===== config.mk =====
export PLATFORM = sky130hd
export DESIGN_NAME = clkdiv_step
export DESIGN_NICKNAME = d
export VERILOG_FILES = /design/src/rtl/clkdiv_step_pkg.sv /design/src/rtl/clkdiv_step_sync.sv /design/src/rtl/clkdiv_step_req.sv /design/src/rtl/clkdiv_step_div.sv /design/src/rtl/clkdiv_step.sv
export SDC_FILE = /design/constraint.sdc
export NUM_CORES = 1
export LEC_CHECK = 0
export BUFFER_PORTS_ARGS = -buffer_cell sky130_fd_sc_hd__buf_2
export CAP_MARGIN = 30
export CORE_MARGIN = 1
export CORE_UTILIZATION = 53
export DETAILED_ROUTE_END_ITERATION = 7
export HOLD_SLACK_MARGIN = 0.1
export PLACE_DENSITY = 0.76
export SETUP_SLACK_MARGIN = 0.15
export SYNTH_ARGS = -nofsm -noshare
export SYNTH_HDL_FRONTEND = slang
export SYNTH_SLANG_ARGS = --single-unit

===== constraint.sdc =====
create_clock -name clk_i -period 1.8 [get_ports clk_i]
set_input_delay 0.27 -clock clk_i [delete_from_list [all_inputs] [get_ports clk_i]]
set_output_delay 0.27 -clock clk_i [all_outputs]
set_load 0.02 [all_outputs]

===== src/rtl/clkdiv_step_pkg.sv =====
`timescale 1ns/1ps
package clkdiv_step_pkg;
  localparam int unsigned MW = 4;
  typedef logic [MW-1:0] mubi_t;
  localparam mubi_t MUBI_ON  = 4'b1010;
  localparam mubi_t MUBI_OFF = 4'b0101;

  function automatic logic mubi_on(mubi_t v);
    return v == MUBI_ON;
  endfunction
endpackage


===== src/rtl/clkdiv_step_sync.sv =====
`timescale 1ns/1ps
module clkdiv_step_sync #(
  parameter int unsigned W      = 4,
  parameter int unsigned STAGES = 2,
  parameter logic [W-1:0] RST_VAL = '0
) (
  input  logic         clk_i,
  input  logic         rst_ni,
  input  logic [W-1:0] d_i,
  output logic [W-1:0] q_o
);
  logic [W-1:0] stg_q [STAGES];

  for (genvar s = 0; s < STAGES; s++) begin : g_stage
    if (s == 0) begin : g_first
      always_ff @(posedge clk_i or negedge rst_ni) begin
        if (!rst_ni) stg_q[0] <= RST_VAL;
        else         stg_q[0] <= d_i;
      end
    end else begin : g_next
      always_ff @(posedge clk_i or negedge rst_ni) begin
        if (!rst_ni) stg_q[s] <= RST_VAL;
        else         stg_q[s] <= stg_q[s-1];
      end
    end
  end

  assign q_o = stg_q[STAGES-1];
endmodule


===== src/rtl/clkdiv_step_req.sv =====
`timescale 1ns/1ps
module clkdiv_step_req
  import clkdiv_step_pkg::*;
(
  input  mubi_t lc_byp_i,
  input  mubi_t sw_byp_i,
  input  mubi_t sw_step_i,
  input  mubi_t dbg_en_i,
  input  mubi_t ack_i,
  output logic  step_o
);
  logic sw_valid;
  logic lc_valid;

  // software path qualified by debug enable
  assign sw_valid = mubi_on(sw_byp_i) & mubi_on(dbg_en_i) & mubi_on(sw_step_i);
  assign lc_valid = mubi_on(lc_byp_i);
  assign step_o   = mubi_on(ack_i) & (lc_valid | sw_valid);
endmodule


===== src/rtl/clkdiv_step_div.sv =====
`timescale 1ns/1ps
module clkdiv_step_div #(
  parameter int unsigned LOG2_DIV = 2
) (
  input  logic clk_i,
  input  logic rst_ni,
  input  logic step_i,
  output logic clk_o
);
  localparam int unsigned CW     = LOG2_DIV;
  localparam bit          BYPASS = (LOG2_DIV == 1);
  localparam logic [CW-1:0] LAST_N = CW'((1 << LOG2_DIV) - 1);
  localparam logic [CW-1:0] LAST_S = CW'((1 << (LOG2_DIV - 1)) - 1);
  localparam logic [CW-1:0] HALF_N = CW'(1 << (LOG2_DIV - 1));
  localparam logic [CW-1:0] HALF_S = BYPASS ? CW'(1) : CW'(1 << (LOG2_DIV - 2));

  logic [CW-1:0] cnt_q, cnt_inc, last, half;
  logic          sel_q, q_q, at_rise;

  always_comb begin
    last    = sel_q ? LAST_S : LAST_N;
    half    = sel_q ? HALF_S : HALF_N;
    cnt_inc = cnt_q + 1'b1;
    at_rise = (cnt_q == last);
  end

  // ratio select is sampled only where the output is about to rise
  always_ff @(posedge clk_i or negedge rst_ni) begin
    if (!rst_ni) begin
      cnt_q <= LAST_N;
      sel_q <= 1'b0;
      q_q   <= 1'b0;
    end else if (at_rise) begin
      cnt_q <= '0;
      sel_q <= step_i;
      q_q   <= 1'b1;
    end else begin
      cnt_q <= cnt_inc;
      q_q   <= (cnt_inc < half);
    end
  end

  if (BYPASS) begin : g_bypass
    assign clk_o = sel_q ? clk_i : q_q;
  end else begin : g_div
    assign clk_o = q_q;
  end

  assert_ratio_change_on_rise_R10 : assert property (@(posedge clk_i) disable iff (!rst_ni)
    (sel_q != $past(sel_q)) |-> (q_q && cnt_q == '0));

  if (LOG2_DIV == 2) begin : g_chk4
    assert_high_width_normal_R1 : assert property (@(posedge clk_i) disable iff (!rst_ni)
      (q_q && $past(q_q)) |=> !q_q);
    assert_high_width_stepped_R2 : assert property (@(posedge clk_i) disable iff (!rst_ni)
      (sel_q && $past(sel_q) && q_q) |=> !q_q);
  end
endmodule


===== src/rtl/clkdiv_step.sv =====
`timescale 1ns/1ps
module clkdiv_step
  import clkdiv_step_pkg::*;
#(
  parameter int unsigned SYNC_STAGES = 2
) (
  input  logic       clk_i,
  input  logic       rst_ni,
  input  logic [3:0] lc_byp_req_i,
  input  logic [3:0] sw_byp_req_i,
  input  logic [3:0] sw_step_i,
  input  logic [3:0] dbg_en_i,
  input  logic [3:0] byp_ack_i,
  output logic       clk_div2_o,
  output logic       clk_div4_o
);
  localparam int unsigned NIN = 5;
  localparam int unsigned SW  = NIN * MW;

  logic [SW-1:0] raw, syn;
  logic          step_act;

  assign raw = {lc_byp_req_i, sw_byp_req_i, sw_step_i, dbg_en_i, byp_ack_i};

  clkdiv_step_sync #(
    .W(SW), .STAGES(SYNC_STAGES), .RST_VAL({NIN{MUBI_OFF}})
  ) u_sync (
    .clk_i, .rst_ni, .d_i(raw), .q_o(syn)
  );

  clkdiv_step_req u_req (
    .lc_byp_i (syn[4*MW +: MW]),
    .sw_byp_i (syn[3*MW +: MW]),
    .sw_step_i(syn[2*MW +: MW]),
    .dbg_en_i (syn[1*MW +: MW]),
    .ack_i    (syn[0 +: MW]),
    .step_o   (step_act)
  );

  clkdiv_step_div #(.LOG2_DIV(1)) u_div2 (
    .clk_i, .rst_ni, .step_i(step_act), .clk_o(clk_div2_o)
  );

  clkdiv_step_div #(.LOG2_DIV(2)) u_div4 (
    .clk_i, .rst_ni, .step_i(step_act), .clk_o(clk_div4_o)
  );

  assert_step_needs_ack_R4 : assert property (@(posedge clk_i) disable iff (!rst_ni)
    step_act |-> ($past(byp_ack_i, 2) == MUBI_ON));

  assert_sw_needs_dbg_R7 : assert property (@(posedge clk_i) disable iff (!rst_ni)
    (step_act && $past(lc_byp_req_i, 2) != MUBI_ON) |-> ($past(dbg_en_i, 2) == MUBI_ON));
endmodule


# After elaboration in Yosys (flattened, before gate mapping)

Cells that the tools add are included.

Flip-flop bits (word level): 47
Input port bits: 22
Output and inout port bits: 2
Word-level logic and storage cells: 31

$add $sub $neg: 2
Magnitude comparators: 2
Equal/unequal tests: 7
Muxes and demuxes: 8
Bitwise gates (word level): 4

Operators with widths:

| cell                                                           | number |
|---|---|
| 4-bit == test (second input constant)                          | 5 |
| 2-bit two-way mux                                              | 3 |
| 1-bit two-way mux                                              | 5 |
| 1-bit bitwise AND                                              | 3 |
| 2-bit by 1-bit adder with 2-bit output (second input constant) | 1 |
| 2-bit == test                                                  | 1 |
| 2-bit < comparator                                             | 1 |
| 1-bit adder (second input constant)                            | 1 |
| 1-bit == test                                                  | 1 |
| 1-bit < comparator (second input constant)                     | 1 |
| 1-bit bitwise OR                                               | 1 |

# Depth between registers and ports, before layout

Gate-level depths: netlist (run 1).

Word-level depth: 5
Gate-level depth with buffers: 6

# Cells and area by module

A second synthesis (run 1) with hierarchy kept.

Cells, all modules: 92
Area total of the unflattened synthesis: 1576.5 um2

By module, submodules not included:

| module                   | times used | cells each | area an instance (um2) | seq. area each (um2) |
|---|---|---|---|---|
| clkdiv_step_sync         | 1          | 60         | 1176.1                 | 1026.0 |
| clkdiv_step_div (u_div4) | 1          | 15         | 188.9                  | 102.6 |
| clkdiv_step_div (u_div2) | 1          | 10         | 138.9                  | 76.3 |
| clkdiv_step_req          | 1          | 7          | 72.6                   | 0.0 |

==> results of run 1 <==
-- cells in the mapped netlist --
cell	number	share of area
dfstp_2	23	0.43
nand3_1	2	0.0070
o21ai_0	1	0.0035
a31oi_4	1	0.015
xor2_1	1	0.0062
o22ai_1	1	0.0044
nor3_1	2	0.0070
inv_1	4	0.011
o21a_1	1	0.0053
clkbuf_1	1	0.0026
a211o_1	1	0.0062
and4bb_2	3	0.026
mux2_2	2	0.016
ha_1	2	0.018
and4bb_1	1	0.0088
dfrtp_1	24	0.42
nor2_2	1	0.0044
nand2_1	1	0.0026
nor2_1	1	0.0026
a21o_1	1	0.0053
-- sequential cells by signal, indices dropped and copies added (netlist names) --
signal / count
u_div2.sel_q: 1
u_div4.sel_q: 1
u_div4.cnt_q: 2
u_sync.q_o: 20
u_div4.clk_o: 1
u_div2.cnt_q: 1
u_div2.q_q: 1
u_sync.stg_q: 20
-- power by group --
group          internal, mW  switching [mW]
clock                 0.305           0.346
combinational        0.0571          0.0399
sequential             1.13          0.0148
-- logic make-up (layout without fill, tap and decap cells) --
family	Yosys count	in the layout	synth area share
flip-flops	47	47	0.848
XOR/XNOR	1	1	0.00617
buffers and inverters	5	60	0.0132
multiplexers	2	2	0.0159
adder cells (fa/ha/maj)	2	2	0.0176
AND/OR/NAND/NOR	11	11	0.0590
AO/OA/AOI/OAI	6	6	0.0397
-- layer usage --
layer | track usage | up-vias
met3 | 0.102 | 7
met4 | 0.171 | 0
met5 | 0 | -
met1 | 0.174 | 352
met2 | 0.280 | 33
li1 | - | 354
-- critical path, delay by kind of cell --
family,cells,cell delay (ps)
mux,1,250
buf+inv,3,330
-- worst paths after layout --
path | from | end | slack, ps
max | clk_i | clk_div2_o | 50
min | u_sync.stg_q[25]$_DFF_PN0_ | u_sync.q_o[5]$_DFF_PN0_ | 360
max reg2reg | u_sync.q_o[10]$_DFF_PN1_ | u_div4.sel_q$_DFFE_PN0P_ | 380
min reg2reg | u_sync.stg_q[25]$_DFF_PN0_ | u_sync.q_o[5]$_DFF_PN0_ | 360
max in group asynchronous | rst_ni | u_sync.q_o[16]$_DFF_PN1_ | 1010
min in group asynchronous | rst_ni | u_sync.stg_q[27]$_DFF_PN0_ | 420
-- cell type report --
type,count,area share
clock inverter,2,0.00860
inverter,4,0.00794
clock buffer,10,0.0476
sequential,47,0.637
timing repair buffer,44,0.173
tap,30,0.0198
multi-input combinational,22,0.106
-- placed cells by master, fill, tap and decap left out --
cell,Yosys,layout
a211o_1,1,1
a21o_1,1,1
a31oi_4,1,1
and4bb_1,1,1
and4bb_2,3,3
buf_2,0,22
buf_4,0,1
buf_6,0,1
buf_8,0,2
clkbuf_1,1,1
clkbuf_4,0,6
clkinvlp_4,0,1
dfrtp_1,24,24
dfstp_2,23,23
dlygate4sd3_1,0,21
ha_1,2,2
inv_1,4,4
inv_6,0,1
mux2_2,2,1
mux2_4,0,1
nand2_1,1,1
nand3_1,2,2
nor2_1,1,1
nor2_2,1,1
nor3_1,2,2
o21a_1,1,1
o21ai_0,1,1
o22ai_1,1,1
xor2_1,1,1
-- what timing repair did --
item,in CTS,in global routing
endpoints found under the hold margin,44,0
pin swaps,0,0
setup endpoints to repair,1,1
gates resized for setup,5,2
hold buffers,21,0
buffers inserted,0,0
-- through the flow --
stage | utilization | hold WS, ps | power (mW)
detailed placement | 0.631 | 335 | 1.23
floorplan | - | -25.6 | 1.17
CTS | 0.756 | 363 | 1.88
finish | 0.757 | 362 | 1.89
global placement | 0.631 | 332 | 1.22
global route | 0.757 | 367 | 1.98
==> results.md, run 1 <==
- Required @ worst endpoint: 1530 ps
- Cell count after placement: 127
- WP data arrival: 1480 ps
- Register Area: 1200 um2
- Slew Limit Fails: 0
- Worst slew pin tran: 544 ps
- Initial antenna violation count: 0
- Worst-path fanout max: 2
- Status: finished, final reports clean
- I/O pin total: 24
- Core Rows: 18
- Total grt overflow: 0
- Post-synthesis sequential area ratio: 0.848
- Vias in the first global route: 798
- Number of diodes: 0
- Maximum capacitance violations: 0
- Vias per cell: 4.69
- Leakage: 0.854 nW
- Vias: 746
- Hold Vio Cnt, Final: 0
- Remaining DRCs: 0
- FF-to-FF path depth: 4
- Placed inst area: 1580 um2
- Largest net degree at the start of global routing: 48
- Clk_lat worst skew: 450 ps
- CP peak stage delay: 250 ps
- Synth warn: 0
- M1 WL: 798 um
- Detailed Routing Iterations Pass 1: 5
- Global-route wire length before repair: 3.26 mm
- Slew HR: 0.637
- Synth-to-Final Area Change: 33.2%
- Die area: 2890 um2
- RSZ-0062 raised after global routing: true
- Setup Viol. Count Final: 0
- Share of cells above drive strength 1: 0.496
- Die W: 53.8 um
- CTS tree: done
- Initial Utilization: 0.568
- WHS Path Cells: 0
- Syn_nets: 98
- Setup_tns: 0 ps
- Worst min-delay path class: reg -> reg
- Seq cells post-synth: 47
- WL met2: 1.08 mm
- Final GP Congestion: 0.668
- Peak supply drop: 0.856 mV
- Critical Path, Cell by Cell: buf_8 -> buf_8 -> mux2_4 -> buf_6
- Syn Inst Count: 74
- Top Layer Used: met4
- CP Class: clk -> out
- Clock Skew: 4.20 ps
- Startpoint Class: clock port
- Distinct cells, synth: 20
- Syn Area/Cell: 19.2 um2
- Final ANT Viol Nets: 0
- Final std cells w/o fill: 159
- Final WL: 2.07 mm
- Hpwl dp: 1.16 mm
- Multi-input gate area: 200 um2
- IO Port Bufs: 23
- Core area: 2500 um2
- Nets: 152
- Setup ws final: 51.1 ps
- Pre-CTS WS: 241 ps
- Synthesized area: 1420 um2
- Met3 routed WL: 138 um
- Crit-path slowest cell: mux2_4
- Clock-pin slew on the worst setup and hold paths: 130 ps
- DRT iter0 DRCs: 11
- GRT Total Usage: 0.184
- DR WL/cell: 13.0 um
- Crit end category: primary output
- Chip height: 53.8 um
- # fillers: 145
- Cell area after layout: 1890 um2
- CP most frequent cell: buf_8
- PD cells: 998 nW/um2
Power figures use the tool's default switching activity.
==> run 2: changes to the inputs <==
--- a/config.mk
+++ b/config.mk
@@ -8,10 +8,10 @@
 export BUFFER_PORTS_ARGS = -buffer_cell sky130_fd_sc_hd__buf_2
 export CAP_MARGIN = 30
 export CORE_MARGIN = 1
-export CORE_UTILIZATION = 53
+export CORE_UTILIZATION = 47
 export DETAILED_ROUTE_END_ITERATION = 7
 export HOLD_SLACK_MARGIN = 0.1
-export PLACE_DENSITY = 0.76
+export PLACE_DENSITY = 0.71
 export SETUP_SLACK_MARGIN = 0.15
 export SYNTH_ARGS = -nofsm -noshare
 export SYNTH_HDL_FRONTEND = slang
==> constraint.sdc (replaced) <==
create_clock -name clk_i -period 1.6 [get_ports clk_i]
set_input_delay 0.24 -clock clk_i [delete_from_list [all_inputs] [get_ports clk_i]]
set_output_delay 0.24 -clock clk_i [all_outputs]
set_load 0.02 [all_outputs]
==> run 2 against run 1 <==
Compared with the run above:
- the flow now finishes with violations (DRC, setup timing)
- clock power is 11% higher
- register-to-register slack worse by 180 ps
- highest routed layer unchanged
- sequential power grew 12%
- largest power group unchanged
- critical path type unchanged
- wire length hardly changed
- largest cell class unchanged
==> results.md, run 2 (synthesized netlist as in run 1, its figures left out) <==
- Slew Limit Fails: 0
- Final GP Congestion: 0.699
- Maximum capacitance violations: 0
- Critical Path, Cell by Cell: buf_8 -> buf_8 -> mux2_4 -> buf_6
- Vias per cell: 4.76
- HP Start: u_sync.stg_q[34]$_DFF_PN1_
- CTS tree: done
- Remaining DRCs: 4
- Core Rows: 19
- Flop-to-flop setup slack: 200 ps
- Setup ws final: -24.0 ps
- Vias in the first global route: 807
- Worst min-delay path class: reg -> reg
- Placed inst area: 1580 um2
- Hold Crit Endpoint: u_sync.q_o[14]$_DFF_PN1_
- Crit-path slowest cell: mux2_4
- Cell area after layout: 1890 um2
- FF-to-FF path depth: 4
- Chip height: 57.0 um
- Startpoint Class: clock port
- Largest net degree at the start of global routing: 48
- CP most frequent cell: buf_8
- Clock Skew: 5.48 ps
- Status: finished with violations
- Detailed Routing Iterations Pass 1: 6
- R2R Path Start: u_sync.q_o[12]$_DFF_PN1_
- Nets: 152
- Core area: 2810 um2
- Number of diodes: 0
- Initial antenna violation count: 0
- Leakage: 0.854 nW
- CP Class: clk -> out
- WP data arrival: 1380 ps
- Global-route wire length before repair: 3.33 mm
- RSZ-0062 raised after global routing: true
- Commonest non-fill, non-tap cell in the layout: dfrtp_1
- Share of cells above drive strength 1: 0.496
- DR WL/cell: 12.9 um
- # fillers: 194
- PD cells: 1120 nW/um2
- CP peak stage delay: 250 ps
- Clk_lat worst skew: 450 ps
- IO Port Bufs: 23
- I/O pin total: 24
- Failing checks: DRC, setup timing
- Pre-CTS WS: 171 ps
- Peak supply drop: 0.949 mV
- Crit end category: primary output
- Reg-to-Reg End: u_div2.sel_q$_DFFE_PN0N_
- Initial Utilization: 0.506
- Vias: 762
- Die area: 3250 um2
- Clock-pin slew on the worst setup and hold paths: 120 ps
- Worst-path fanout max: 2
- Synth-to-Final Area Change: 33.3%
- Total grt overflow: 0
- WP buf/inv: 3
- Setup Viol. Count Final: 1
- Final ANT Viol Nets: 0
- Worst slew pin tran: 542 ps
- Most frequent cells in the layout: dfrtp_1 (24), dfstp_2 (23), buf_2 (22), dlygate4sd3_1 (21), clkbuf_4 (6)
- Post-CTS Setup Repair Bufs: 0
- WHS Path Cells: 0
- Hpwl dp: 1.14 mm
- Slew HR: 0.638
- Final WL: 2.07 mm
- DRT iter0 DRCs: 24
- Die W: 57.0 um
- GRT Total Usage: 0.155
- Hold Vio Cnt, Final: 0
- Worst path top cell family by delay: buffers and inverters
- Required @ worst endpoint: 1360 ps
-- run 2: cell counts in the layout (fill, tap and decap cells not counted) --
No cell type changed its count.
-- run 2: layout make-up --
type | instances | area (um2) | area share
flip-flops and latches | 47 | 1200 | 0.636
repair buffers | 44 | 328 | 0.173
well taps | 31 | 38.8 | 0.0205
inverters | 4 | 15.0 | 0.00793
multi-input cells | 22 | 200 | 0.106
clock buffers | 10 | 90.1 | 0.0476
clock inverters | 2 | 16.3 | 0.00859
-- run 2: worst max-delay path by stage --
stage          cells after the start                endpoint                      start  slack (ps)
3_5_place_dp                       2              clk_div2_o                      clk_i         170
3_3_place_gp                       2              clk_div2_o                      clk_i         170
5_1_grt                            4              clk_div2_o                      clk_i         -30
2_1_floorplan                      6  u_div4.clk_o$_DFF_PN0_  u_div4.cnt_q[1]$_DFF_PN1_         220
6_report                           4              clk_div2_o                      clk_i         -20
4_1_cts                            4              clk_div2_o                      clk_i         -50
-- run 2: routing by layer --
metal,wire [um],part of all wire,GRT usage
met5,0,0,0
met3,109,0.053,0.0839
met4,38,0.018,0.132
met2,1180,0.57,0.257
met1,741,0.36,0.134
-- run 2: metrics by stage --
stage / hold WS (ps) / instances / TNS [ps] / total power, mW / utilization
2_1_floorplan: -55.6 / 74 / 0 / 1.32 / -
3_3_place_gp: 332 / 128 / 0 / 1.37 / 0.562
3_5_place_dp: 336 / 128 / 0 / 1.38 / 0.562
4_1_cts: 365 / 160 / -51.2 / 2.12 / 0.674
5_1_grt: 369 / 160 / -32.8 / 2.21 / 0.675
6_report: 364 / 160 / -24.0 / 2.11 / 0.675
-- run 2: worst reg2reg max path: stages, from the launching register on --
cell and delay, ps:
dfstp_2 530, and4bb_2 250, a31oi_4 180, nor2_2 70
mux2_2 260
-- run 2: repair_timing --
action                                  CTS  global route
hold buffers                             21             0
endpoints found under the hold margin    44             0
gates resized for setup                   5             2
pin swaps                                 0             4
endpoints found under the setup margin    1             2
-- run 2: report_power, final --
group / total, mW / leakage (nW) / internal (mW) / switching (mW)
Combinational: 0.109 / 0.267 / 0.0641 / 0.0445
Sequential: 1.28 / 0.526 / 1.27 / 0.0159
Clock: 0.722 / 0.0608 / 0.343 / 0.379
==> run 3: changes to the inputs <==
--- a/config.mk
+++ b/config.mk
@@ -8,10 +8,10 @@
 export BUFFER_PORTS_ARGS = -buffer_cell sky130_fd_sc_hd__buf_2
 export CAP_MARGIN = 30
 export CORE_MARGIN = 1
-export CORE_UTILIZATION = 47
+export CORE_UTILIZATION = 57
 export DETAILED_ROUTE_END_ITERATION = 7
 export HOLD_SLACK_MARGIN = 0.1
-export PLACE_DENSITY = 0.71
+export PLACE_DENSITY = 0.81
 export SETUP_SLACK_MARGIN = 0.15
 export SYNTH_ARGS = -nofsm -noshare
 export SYNTH_HDL_FRONTEND = slang
==> constraint.sdc (replaced) <==
create_clock -name clk_i -period 1.95 [get_ports clk_i]
set_input_delay 0.2925 -clock clk_i [delete_from_list [all_inputs] [get_ports clk_i]]
set_output_delay 0.2925 -clock clk_i [all_outputs]
set_load 0.02 [all_outputs]
==> run 3 against run 2 <==
Compared with the run above:
- the flow now finishes without violations
- first-iteration DRC count is 83% lower
- combinational power down 17%
- clock skew grew 4.1 ps
- design area down 0.20%
- utilization up 16 points
- critical endpoint unchanged
==> results.md, run 3 (synthesized netlist as in run 1, its figures left out) <==
- Status: finished, final reports clean
- Slew Limit Fails: 0
- Crit. Startpoint: clk_i
- Largest net degree at the start of global routing: 25
- WL met2: 1.23 mm
- Commonest non-fill, non-tap cell in the layout: dfrtp_1
- CTS tree: done
- Peak supply drop: 0.789 mV
- Number of diodes: 0
- Hpwl dp: 1.30 mm
- Worst-path fanout max: 2
- Crit end category: primary output
- Post-CTS Setup Repair Bufs: 0
- Die area: 2700 um2
- Clock-pin slew on the worst setup and hold paths: 130 ps
- CP most frequent cell: buf_8
- Required @ worst endpoint: 1660 ps
- Synth-to-Final Area Change: 33.0%
- Overall power: 1.76 mW
- Critical Path, Cell by Cell: buf_8 -> buf_8 -> mux2_4 -> buf_6
- Nets: 152
- M1 WL: 868 um
- Hold slack: 311 ps
- Vias per cell: 4.81
- Register Area: 1200 um2
- Final ANT Viol Nets: 0
- CP Class: clk -> out
- Final GP Congestion: 0.703
- Setup_tns: 0 ps
- Pre-CTS WS: 294 ps
- Maximum capacitance violations: 0
- R2R Path Start: u_sync.q_o[10]$_DFF_PN1_
- Total grt overflow: 0
- # fillers: 115
- Remaining DRCs: 0
- GRT Total Usage: 0.220
- Clk_lat worst skew: 460 ps
- Worst min-delay path class: in -> async
- Top Layer Used: met4
- WP data arrival: 1550 ps
- Share of cells above drive strength 1: 0.496
- PD cells: 929 nW/um2
- DR WL/cell: 14.6 um
- CP peak stage delay: 250 ps
- Initial Utilization: 0.624
- Setup ws final: 104 ps
- FF-to-FF path depth: 4
- DRT iter0 DRCs: 4
- RSZ-0062 raised after global routing: true
- Setup Viol. Count Final: 0
- Startpoint Class: clock port
- Core Rows: 17
- Hold Vio Cnt, Final: 0
- Most frequent cells in the layout: dfrtp_1 (24), dfstp_2 (23), buf_2 (22), dlygate4sd3_1 (21), clkbuf_4 (6)
- Slew HR: 0.665
- Vias in the first global route: 897
- Global-route wire length before repair: 3.68 mm
- IO Port Bufs: 23
- Crit-path slowest cell: mux2_4
- Multi-input gate area: 200 um2
- Detailed Routing Iterations Pass 1: 2
- Final core occ: 0.830
- I/O pin total: 24
- Vias: 755
- Worst slew pin tran: 502 ps
- Reg-to-Reg End: u_div4.sel_q$_DFFE_PN0P_
- Final WL: 2.29 mm
- Die W: 51.9 um
- Initial antenna violation count: 0
- Met3 routed WL: 143 um
- Leakage: 0.854 nW
- Flop-to-flop setup slack: 530 ps
- Clock Skew: 9.61 ps
- Chip height: 51.9 um
- Core area: 2280 um2
==> run 3: layout make-up <==
class / instances / area share
clock buffers: 10 / 0.0477
clock inverters: 2 / 0.00861
inverters: 4 / 0.00795
multi-input cells: 22 / 0.106
flip-flops and latches: 47 / 0.638
well taps: 28 / 0.0185
repair buffers: 44 / 0.174
==> run 3: through the flow <==
stage | std cells | cell area (um2)
2_1_floorplan | 74 | 1420
3_3_place_gp | 125 | 1570
3_5_place_dp | 125 | 1570
4_1_cts | 157 | 1890
5_1_grt | 157 | 1890
6_report | 157 | 1890
==> run 3: timing repair <==
item | in CTS | in global routing
hold buffers | 21 | 0
gates resized for setup | 5 | 2
endpoints found under the setup margin | 1 | 1
hold endpoints to repair | 32 | 0
pin swaps | 0 | 0
==> run 3: report_power, final <==
| group | total [mW] | switching, mW | internal (mW) | leakage, nW |
|---|---|---|---|---|
| registers | 1.05 | 0.0153 | 1.04 | 0.526 |
| logic | 0.0908 | 0.0381 | 0.0527 | 0.267 |
| clock network | 0.610 | 0.328 | 0.281 | 0.0608 |
| total | 1.76 | 0.382 | 1.37 | 0.854 |
==> run 3: layer usage <==
metal  global-route usage  vias up
li1                     -      354
met1                0.209      367
met2                0.363       27
met3                0.132        7
met4                0.122        0
met5                    0        -
==> run 3: worst max-delay path, delay by kind of cell <==
kind                   cells  cell delay [ps]
buffers and inverters      3              330
muxes                      1              250
==> run 3: worst max path at each step <==
stage                 endpoint  slack [ps]  depth (start not counted)
global route        clk_div2_o          90                          4
finish              clk_div2_o         100                          4
CTS                 clk_div2_o          70                          4
floorplan           clk_div2_o         380                          1
global placement    clk_div2_o         290                          2
detailed placement  clk_div2_o         290                          2
